`src/rtl/iwg_pkg.sv`:
```
package iwg_pkg;

  // Access count after one more block-move access, wrapping at 'every'.
  function automatic int unsigned next_count(input int unsigned cnt,
                                             input int unsigned every);
    return (cnt + 1 >= every) ? 0 : cnt + 1;
  endfunction

  // Owed cycles after one clock: one drained, plus a unit if charged.
  function automatic int unsigned refill(input int unsigned rem,
                                         input bit          chg,
                                         input int unsigned unit);
    int unsigned r;
    r = (rem != 0) ? rem - 1 : 0;
    return chg ? r + unit : r;
  endfunction

endpackage

```
`src/rtl/iwg_tracker.sv`:
```
module iwg_tracker #(
  parameter int TAG_W       = 8,
  parameter int BLOCK_EVERY = 4
) (
  input  logic             clk,
  input  logic             rst_n,
  input  logic             acc_valid,
  input  logic [TAG_W-1:0] instr_tag,
  input  logic             block_move,
  input  logic             shadow_rej,
  output logic             new_instr,
  output logic             block_tick,
  output logic             charge
);
  localparam int CNT_W = (BLOCK_EVERY > 2) ? $clog2(BLOCK_EVERY) : 1;

  logic [TAG_W-1:0] tag_q;
  logic             seen_q;
  logic [CNT_W-1:0] cnt_q;
  logic [CNT_W-1:0] cnt_step;
  logic             accepted;

  assign accepted   = acc_valid & ~shadow_rej;
  assign new_instr  = accepted & (~seen_q | (tag_q != instr_tag));
  assign cnt_step   = CNT_W'(iwg_pkg::next_count(int'(cnt_q), BLOCK_EVERY));
  assign block_tick = accepted & ~new_instr & block_move & (cnt_step == '0);
  assign charge     = new_instr | block_tick;

  always_ff @(posedge clk or negedge rst_n) begin
    if (!rst_n) begin
      tag_q  <= '0;
      seen_q <= 1'b0;
      cnt_q  <= '0;
    end else if (new_instr) begin
      tag_q  <= instr_tag;
      seen_q <= 1'b1;
      cnt_q  <= CNT_W'(1 % BLOCK_EVERY);
    end else if (accepted && block_move) begin
      cnt_q  <= cnt_step;
    end
  end

  assert_tag_capture_R2: assert property (@(posedge clk) disable iff (!rst_n)
    new_instr |=> (seen_q && tag_q == $past(instr_tag)));

  assert_shadow_hold_R5: assert property (@(posedge clk) disable iff (!rst_n)
    (acc_valid && shadow_rej) |=> ($stable(tag_q) && $stable(cnt_q) && $stable(seen_q)));

  assert_block_count_R4: assert property (@(posedge clk) disable iff (!rst_n)
    (acc_valid && !shadow_rej && !block_move && !new_instr) |=> $stable(cnt_q));

endmodule

```
`src/rtl/iwg_timer.sv`:
```
module iwg_timer #(
  parameter int UNIT_CYC  = 4,
  parameter int MAX_UNITS = 8,
  parameter int REM_W     = 6
) (
  input  logic             clk,
  input  logic             rst_n,
  input  logic             charge,
  output logic             wait_req,
  output logic [REM_W-1:0] wait_left
);
  localparam int MAX_REM = MAX_UNITS * UNIT_CYC;

  logic [REM_W-1:0] rem_q;
  logic [REM_W-1:0] rem_d;

  assign rem_d     = REM_W'(iwg_pkg::refill(int'(rem_q), charge, UNIT_CYC));
  assign wait_req  = (rem_q != '0);
  assign wait_left = rem_q;

  always_ff @(posedge clk or negedge rst_n) begin
    if (!rst_n) rem_q <= '0;
    else        rem_q <= rem_d;
  end

  assert_no_overflow_R8: assert property (@(posedge clk) disable iff (!rst_n)
    charge |-> (int'(rem_q) + UNIT_CYC - ((rem_q != '0) ? 1 : 0) <= MAX_REM));

endmodule

```
`src/rtl/instr_wait_gen.sv`:
```
module instr_wait_gen #(
  parameter int TAG_W       = 8,
  parameter int UNIT_CYC    = 4,
  parameter int BLOCK_EVERY = 4,
  parameter int MAX_UNITS   = 8
) (
  input  logic             clk,
  input  logic             rst_n,
  input  logic             acc_valid,
  input  logic [TAG_W-1:0] instr_tag,
  input  logic             block_move,
  input  logic             shadow_rej,
  output logic             wait_req,
  output logic             ready
);
  localparam int REM_W = $clog2(MAX_UNITS * UNIT_CYC + 1);

  logic             new_instr;
  logic             block_tick;
  logic             charge;
  logic [REM_W-1:0] wait_left;

  iwg_tracker #(.TAG_W(TAG_W), .BLOCK_EVERY(BLOCK_EVERY)) tracker_i (
    .clk(clk), .rst_n(rst_n), .acc_valid(acc_valid), .instr_tag(instr_tag),
    .block_move(block_move), .shadow_rej(shadow_rej),
    .new_instr(new_instr), .block_tick(block_tick), .charge(charge)
  );

  iwg_timer #(.UNIT_CYC(UNIT_CYC), .MAX_UNITS(MAX_UNITS), .REM_W(REM_W)) timer_i (
    .clk(clk), .rst_n(rst_n), .charge(charge),
    .wait_req(wait_req), .wait_left(wait_left)
  );

  assign ready = ~wait_req;

  assert_shadow_free_R5: assert property (@(posedge clk) disable iff (!rst_n)
    (acc_valid && shadow_rej) |=>
      (wait_left == (($past(wait_left) == '0) ? '0 : $past(wait_left) - 1'b1)));

  assert_queue_unit_R6: assert property (@(posedge clk) disable iff (!rst_n)
    charge |=> (int'(wait_left) == int'($past(wait_left))
                 - (($past(wait_left) != '0) ? 1 : 0) + UNIT_CYC));

  assert_drain_R6: assert property (@(posedge clk) disable iff (!rst_n)
    (!charge && wait_left != '0) |=> (wait_left == $past(wait_left) - 1'b1));

  assert_ready_back_R7: assert property (@(posedge clk) disable iff (!rst_n)
    $fell(wait_req) |-> (ready && $past(wait_left) == 1));

  assert_idle_free_R9: assert property (@(posedge clk) disable iff (!rst_n)
    !acc_valid |-> !charge);

endmodule

```
`config.mk`:
```
export PLATFORM = sky130hd
export DESIGN_NAME = instr_wait_gen
export DESIGN_NICKNAME = d
export VERILOG_FILES = /design/src/rtl/iwg_pkg.sv /design/src/rtl/iwg_tracker.sv /design/src/rtl/iwg_timer.sv /design/src/rtl/instr_wait_gen.sv
export SDC_FILE = /design/constraint.sdc
export NUM_CORES = 1
export LEC_CHECK = 0
export CORE_MARGIN = 10
export CORE_UTILIZATION = 56
export CTS_CLUSTER_DIAMETER = 80
export CTS_CLUSTER_SIZE = 8
export DETAILED_ROUTE_END_ITERATION = 16
export GPL_ROUTABILITY_DRIVEN = 0
export GPL_TIMING_DRIVEN = 0
export PLACE_DENSITY = 0.82
export SYNTH_ARGS = -nofsm -noshare
export SYNTH_HDL_FRONTEND = slang
export SYNTH_SLANG_ARGS = --single-unit
```
`constraint.sdc`:
```
create_clock -name clk -period 2.7 [get_ports clk]
set_input_delay 0.405 -clock clk [delete_from_list [all_inputs] [get_ports clk]]
set_output_delay 0.405 -clock clk [all_outputs]
set_load 0.005 [all_outputs]
```
Yosys cells after proc, flatten, opt, wreduce, memory -nomap -nowiden

Index checks and enable logic that the tools add are counted.
Widths: inputs -> output; s select.

Flip-flop bits (word level): 17
Input port bits: 13
Output and inout port bits: 2
Logic and storage cells: 29

Add/sub/neg operators: 3
Magnitude comparators: 1
Equality and inequality tests: 1
Mux-type cells: 5
Bitwise logic cells: 11
Reductions and logical operators: 4

Operator list:

| kind                | count |
|---|---|
| $mux 6              | 2 |
| $ne 8x8->1          | 1 |
| $add 6x3->6 const B | 1 |
| $mux 2              | 3 |
| $reduce_bool 6->1   | 1 |
| $sub 6x1->6 const B | 1 |
| $and 1x1->1         | 5 |
| $not 1->1           | 4 |
| $add 2x1->3 const B | 1 |
| $ge 3x3->1 const B  | 1 |
| $logic_not 2->1     | 1 |
| $or 1x1->1          | 2 |
| $reduce_bool 2->1   | 1 |
| $logic_and 1x1->1   | 1 |

Logic depth before layout (Yosys ltp)

Depth after elaboration: 9
Mapped depth: 9
Depth with buffers taken out: 9

Cells and area by module

A second synthesis with hierarchy kept.

Cell total of the unflattened synthesis: 104
Area total of the unflattened synthesis: 996.0 µm²

By module, submodules not included:

| module         | instances | cells an instance | area each (µm²) | seq. area each (µm²) |
|---|---|---|---|---|
| iwg_tracker    | 1         | 64                | 600.6           | 275.3 |
| iwg_timer      | 1         | 39                | 391.6           | 150.1 |
| instr_wait_gen | 1         | 1                 | 3.8             | 0.0 |

Worst setup path before layout

Ideal clock, no wire load.

Path kind: register to register
From: register timer_i.rem_q[0] (netlist: timer_i.wait_left[0])
To: register timer_i.rem_q[3] (netlist: timer_i.wait_left[3])
Data arrival time: 1.686 ns
Slack: 0.889 ns
Cell stages (with the launch flop): 8
Buffers on the path: 0
Cell sequence: dfrtp_1 -> inv_1 -> ha_1 -> nand2b_1 -> nor4_2 -> nor2_1 -> ha_1 -> mux2_4

Cells in the longest elaborated chain, start to end: 4

Ends and longest elaborated chain:

| element                                          | RTL line        | text |
|---|---|---|
| start, declared                                  | iwg_timer.sv:14 | `logic [REM_W-1:0] rem_q;` |
| start signal, assigned                           | iwg_timer.sv:23 | `else rem_q <= rem_d;` |
| $sub 6x1->6 or $reduce_bool 6->1 (tied branches) | iwg_pkg.sv:14   | `r = (rem != 0) ? rem - 1 : 0;` |
| $mux 6 (*)                                       | iwg_pkg.sv:14   |  |
| $add 6x3->6                                      | iwg_pkg.sv:15   | `return chg ? r + unit : r;` |
| $mux 6 (*)                                       | iwg_pkg.sv:15   |  |
| net timer_i.rem_d[3]                             | iwg_timer.sv:15 | `logic [REM_W-1:0] rem_d;` |

Mark *: on every way through the listed nets, which the timed path passes. The rest lies on a longest branch.
A chain may end at the register's enable or synchronous reset.

Final worst setup path

From: register timer_i.rem_q[0] (netlist: timer_i.wait_left[0])
To: output port ready

Cells in the longest elaborated chain, start to end: 2

Ends and longest elaborated chain:

| element           | RTL line             | text |
|---|---|---|
| $reduce_bool 6->1 | iwg_timer.sv:18      | `assign wait_req = (rem_q != '0);` |
| $not 1->1         | instr_wait_gen.sv:34 | `assign ready = ~wait_req;` |
| end, declared     | instr_wait_gen.sv:14 | `output logic ready` |

Every way passes these cells.

==> qor.csv <==
metric,value,unit
cp-startpoint,timer_i.wait_left[0],
path_cells,"inv_1, ha_1, nand2b_1, nor4_2, clkdlybuf4s50_1",
nets,126,
synth.largest_area_cell,dfrtp_1,
ys_ff_latch,17,
grt_pass1_vias,715,
final_cell_mix,"dfrtp_1, clkdlybuf4s50_1, xnor2_1",
placed_cell_area,1140,sq um
die_w,61.9,microns
fillCellCount,141,
cts_tree,done,
cts_setup_buffers,0,
ctsHoldBuffers,0,
clock_sinks,17,
path_buf_inv,2,
path_class,reg -> out,
dpl.hpwl,1.48,mm
r2r-start,timer_i.wait_left[0],
drt_wl_total,1.80,mm
grt_pass1_wl,2.97,mm
rows,15,
worstPathArrival,2.02,ns
wire_per_inst,14.4,microns
hold_class,reg -> reg,
slew_headroom,50.0,%
p_leak,0.000497,uW
dr.pass1.iters,4,
fin_crit,2.43,ns
core,1690,sq um
fmax,412,MHz
cts_buffers,3,
synth_top_area_share,43.4,%
cap_viol_max_count,0,
setup.worst_path.end,ready,
finClkSkew,0.000938,ns
drc,0,
mostFrequentLayoutCell,dfrtp_1,
area.sequential,425,sq um
yosysSeqAreaShare,43.4,%
r2r_slack,0.73,ns
root_buffer,clkbuf_4,
slew_violations,0,
syn-instance-count,90,
end_kind,primary output,
max_stage_delay,0.59,ns
tightestPinTransition,0.748,ns
clk_path_buf_depth,2,
powerDensity,776,nW/um^2
drive_gt1_share,21.3,%
diodes,0,
rr_worst_depth,7,
htree_levels,1,
multi_input_area,519,sq um
fin_crit_sh,90.0,%
outcome,finished clean,
grt_usage,10.4,%
fp.dieH,61.9,microns
design_area,1170,sq um
cts_resized,0,
cp_slowest_cell,clkdlybuf4s50_1,
synth_area_leaders,"dfrtp_1, mux2_2, xnor2_1",
area_growth_syn_to_layout,19.1,%
start_util,58.1,%
crit_family,buffers and inverters,
grt_setup_unrepaired,false,
grt-ovfl-total,0,
crit_fanout,5,
vias,690,
crit_cells,5,
required,2.30,ns
antenna_left,0,
fin_tns_setup,0,ns
antenna_found_initial,0,
ys_types,30,
insertion_delay,0.28,ns
synth_area,981,sq um
ioPinCount,15,
drt_iter0_markers,16,
via_per_inst,5.52,
critPathLaunchType,flip-flop,
clk_pin_slew,0.10,ns
reg2reg_to,timer_i.wait_left[3],
syn-num-nets,107,
finalSetupViolCount,0,
syn_area_per_cell,10.9,sq um
yosysWarnings,0,
io_buffers,14,
vdd_drop_max,0.421,mV
die_area,3830,sq um
grt_max_degree,18,
hold_violations,0,
worst reg2reg max path, stage by stage (launching register included):
cell and delay, ns:
dfrtp_1 0.42, inv_1 0.09, ha_1 0.18, nand2b_1 0.11, nor4_2 0.35, nor2_1 0.14, ha_1 0.32, mux2_4 0.26
stage by stage:
stage | worst slack (ns) | power [uW] | util (%) | hold slack [ns] | instances
floorplan | 0.889 | 675 | - | 0.109 | 90
global placement | 0.583 | 749 | 67.6 | 0.449 | 121
detailed placement | 0.542 | 785 | 67.6 | 0.481 | 121
CTS | 0.221 | 922 | 69.2 | 0.493 | 125
global route | 0.117 | 979 | 69.2 | 0.507 | 125
finish | 0.271 | 907 | 69.2 | 0.489 | 125
flip-flops by register name, indices dropped and copies added, names as in the netlist:
signal / count
tracker_i.tag_q: 8
tracker_i.seen_q: 1
tracker_i.cnt_q: 2
timer_i.wait_left: 6
synth_stat cells (all sizes together):
cell type / instances
mux2: 9
a22o: 1
and3: 1
or4b: 1
a31oi: 1
nor4b: 1
dfrtp: 17
nand3: 1
nand2: 4
nor2: 7
a21oi: 1
clkbuf: 1
o31a: 1
xor2: 2
xnor2: 10
ha: 4
mux2i: 1
a211oi: 2
inv: 6
a21o: 1
nor4: 1
nand2b: 5
nor3: 4
o21ai: 5
buf: 2
nand4: 1
how the worst min path moves through the flow:
stage / from / end / slack, ns / depth (start not counted)
global placement: tracker_i.seen_q / tracker_i.seen_q / 0.45 / 1
detailed placement: tracker_i.seen_q / tracker_i.seen_q / 0.48 / 1
floorplan: rst_n / timer_i.wait_left[0] / 0.11 / 0
global route: timer_i.wait_left[0] / timer_i.wait_left[0] / 0.51 / 1
finish: timer_i.wait_left[0] / timer_i.wait_left[0] / 0.49 / 1
CTS: timer_i.wait_left[0] / timer_i.wait_left[0] / 0.49 / 1
metal layers:
layer | global-route usage [%] | vias up | part of all wire, %
li1 | - | 346 | -
met1 | 10.8 | 332 | 39
met2 | 19.5 | 10 | 57
met3 | 2.03 | 2 | 3.1
met4 | 4.78 | 0 | 0.67
met5 | 0 | - | 0
where the power goes:
part / total (uW) / switching, uW / internal [uW]
Sequential: 383 / 59.6 / 323
Clock: 135 / 77.1 / 57.4
Combinational: 389 / 190 / 200
cell type report:
type | instances | area share (%)
buffer | 3 | 1.18
clock buffer | 4 | 2.25
inverter | 6 | 1.93
multi-input combinational | 64 | 44.4
sequential | 17 | 36.4
tap | 17 | 1.82
timing repair buffer | 14 | 12.0
cell families (layout without fill, tap and decap cells):
kind of cell | count (synthesis) | count (layout) | synth area share, %
AO/OA/AOI/OAI | 12 | 12 | 9.06
XOR/XNOR | 12 | 12 | 10.7
adder cells (fa/ha/maj) | 4 | 4 | 5.10
buffers and inverters | 9 | 27 | 3.70
flip-flops | 17 | 17 | 43.4
multiplexers | 10 | 10 | 11.7
AND/OR/NAND/NOR | 26 | 26 | 16.3
Power figures use the tool's default switching activity.
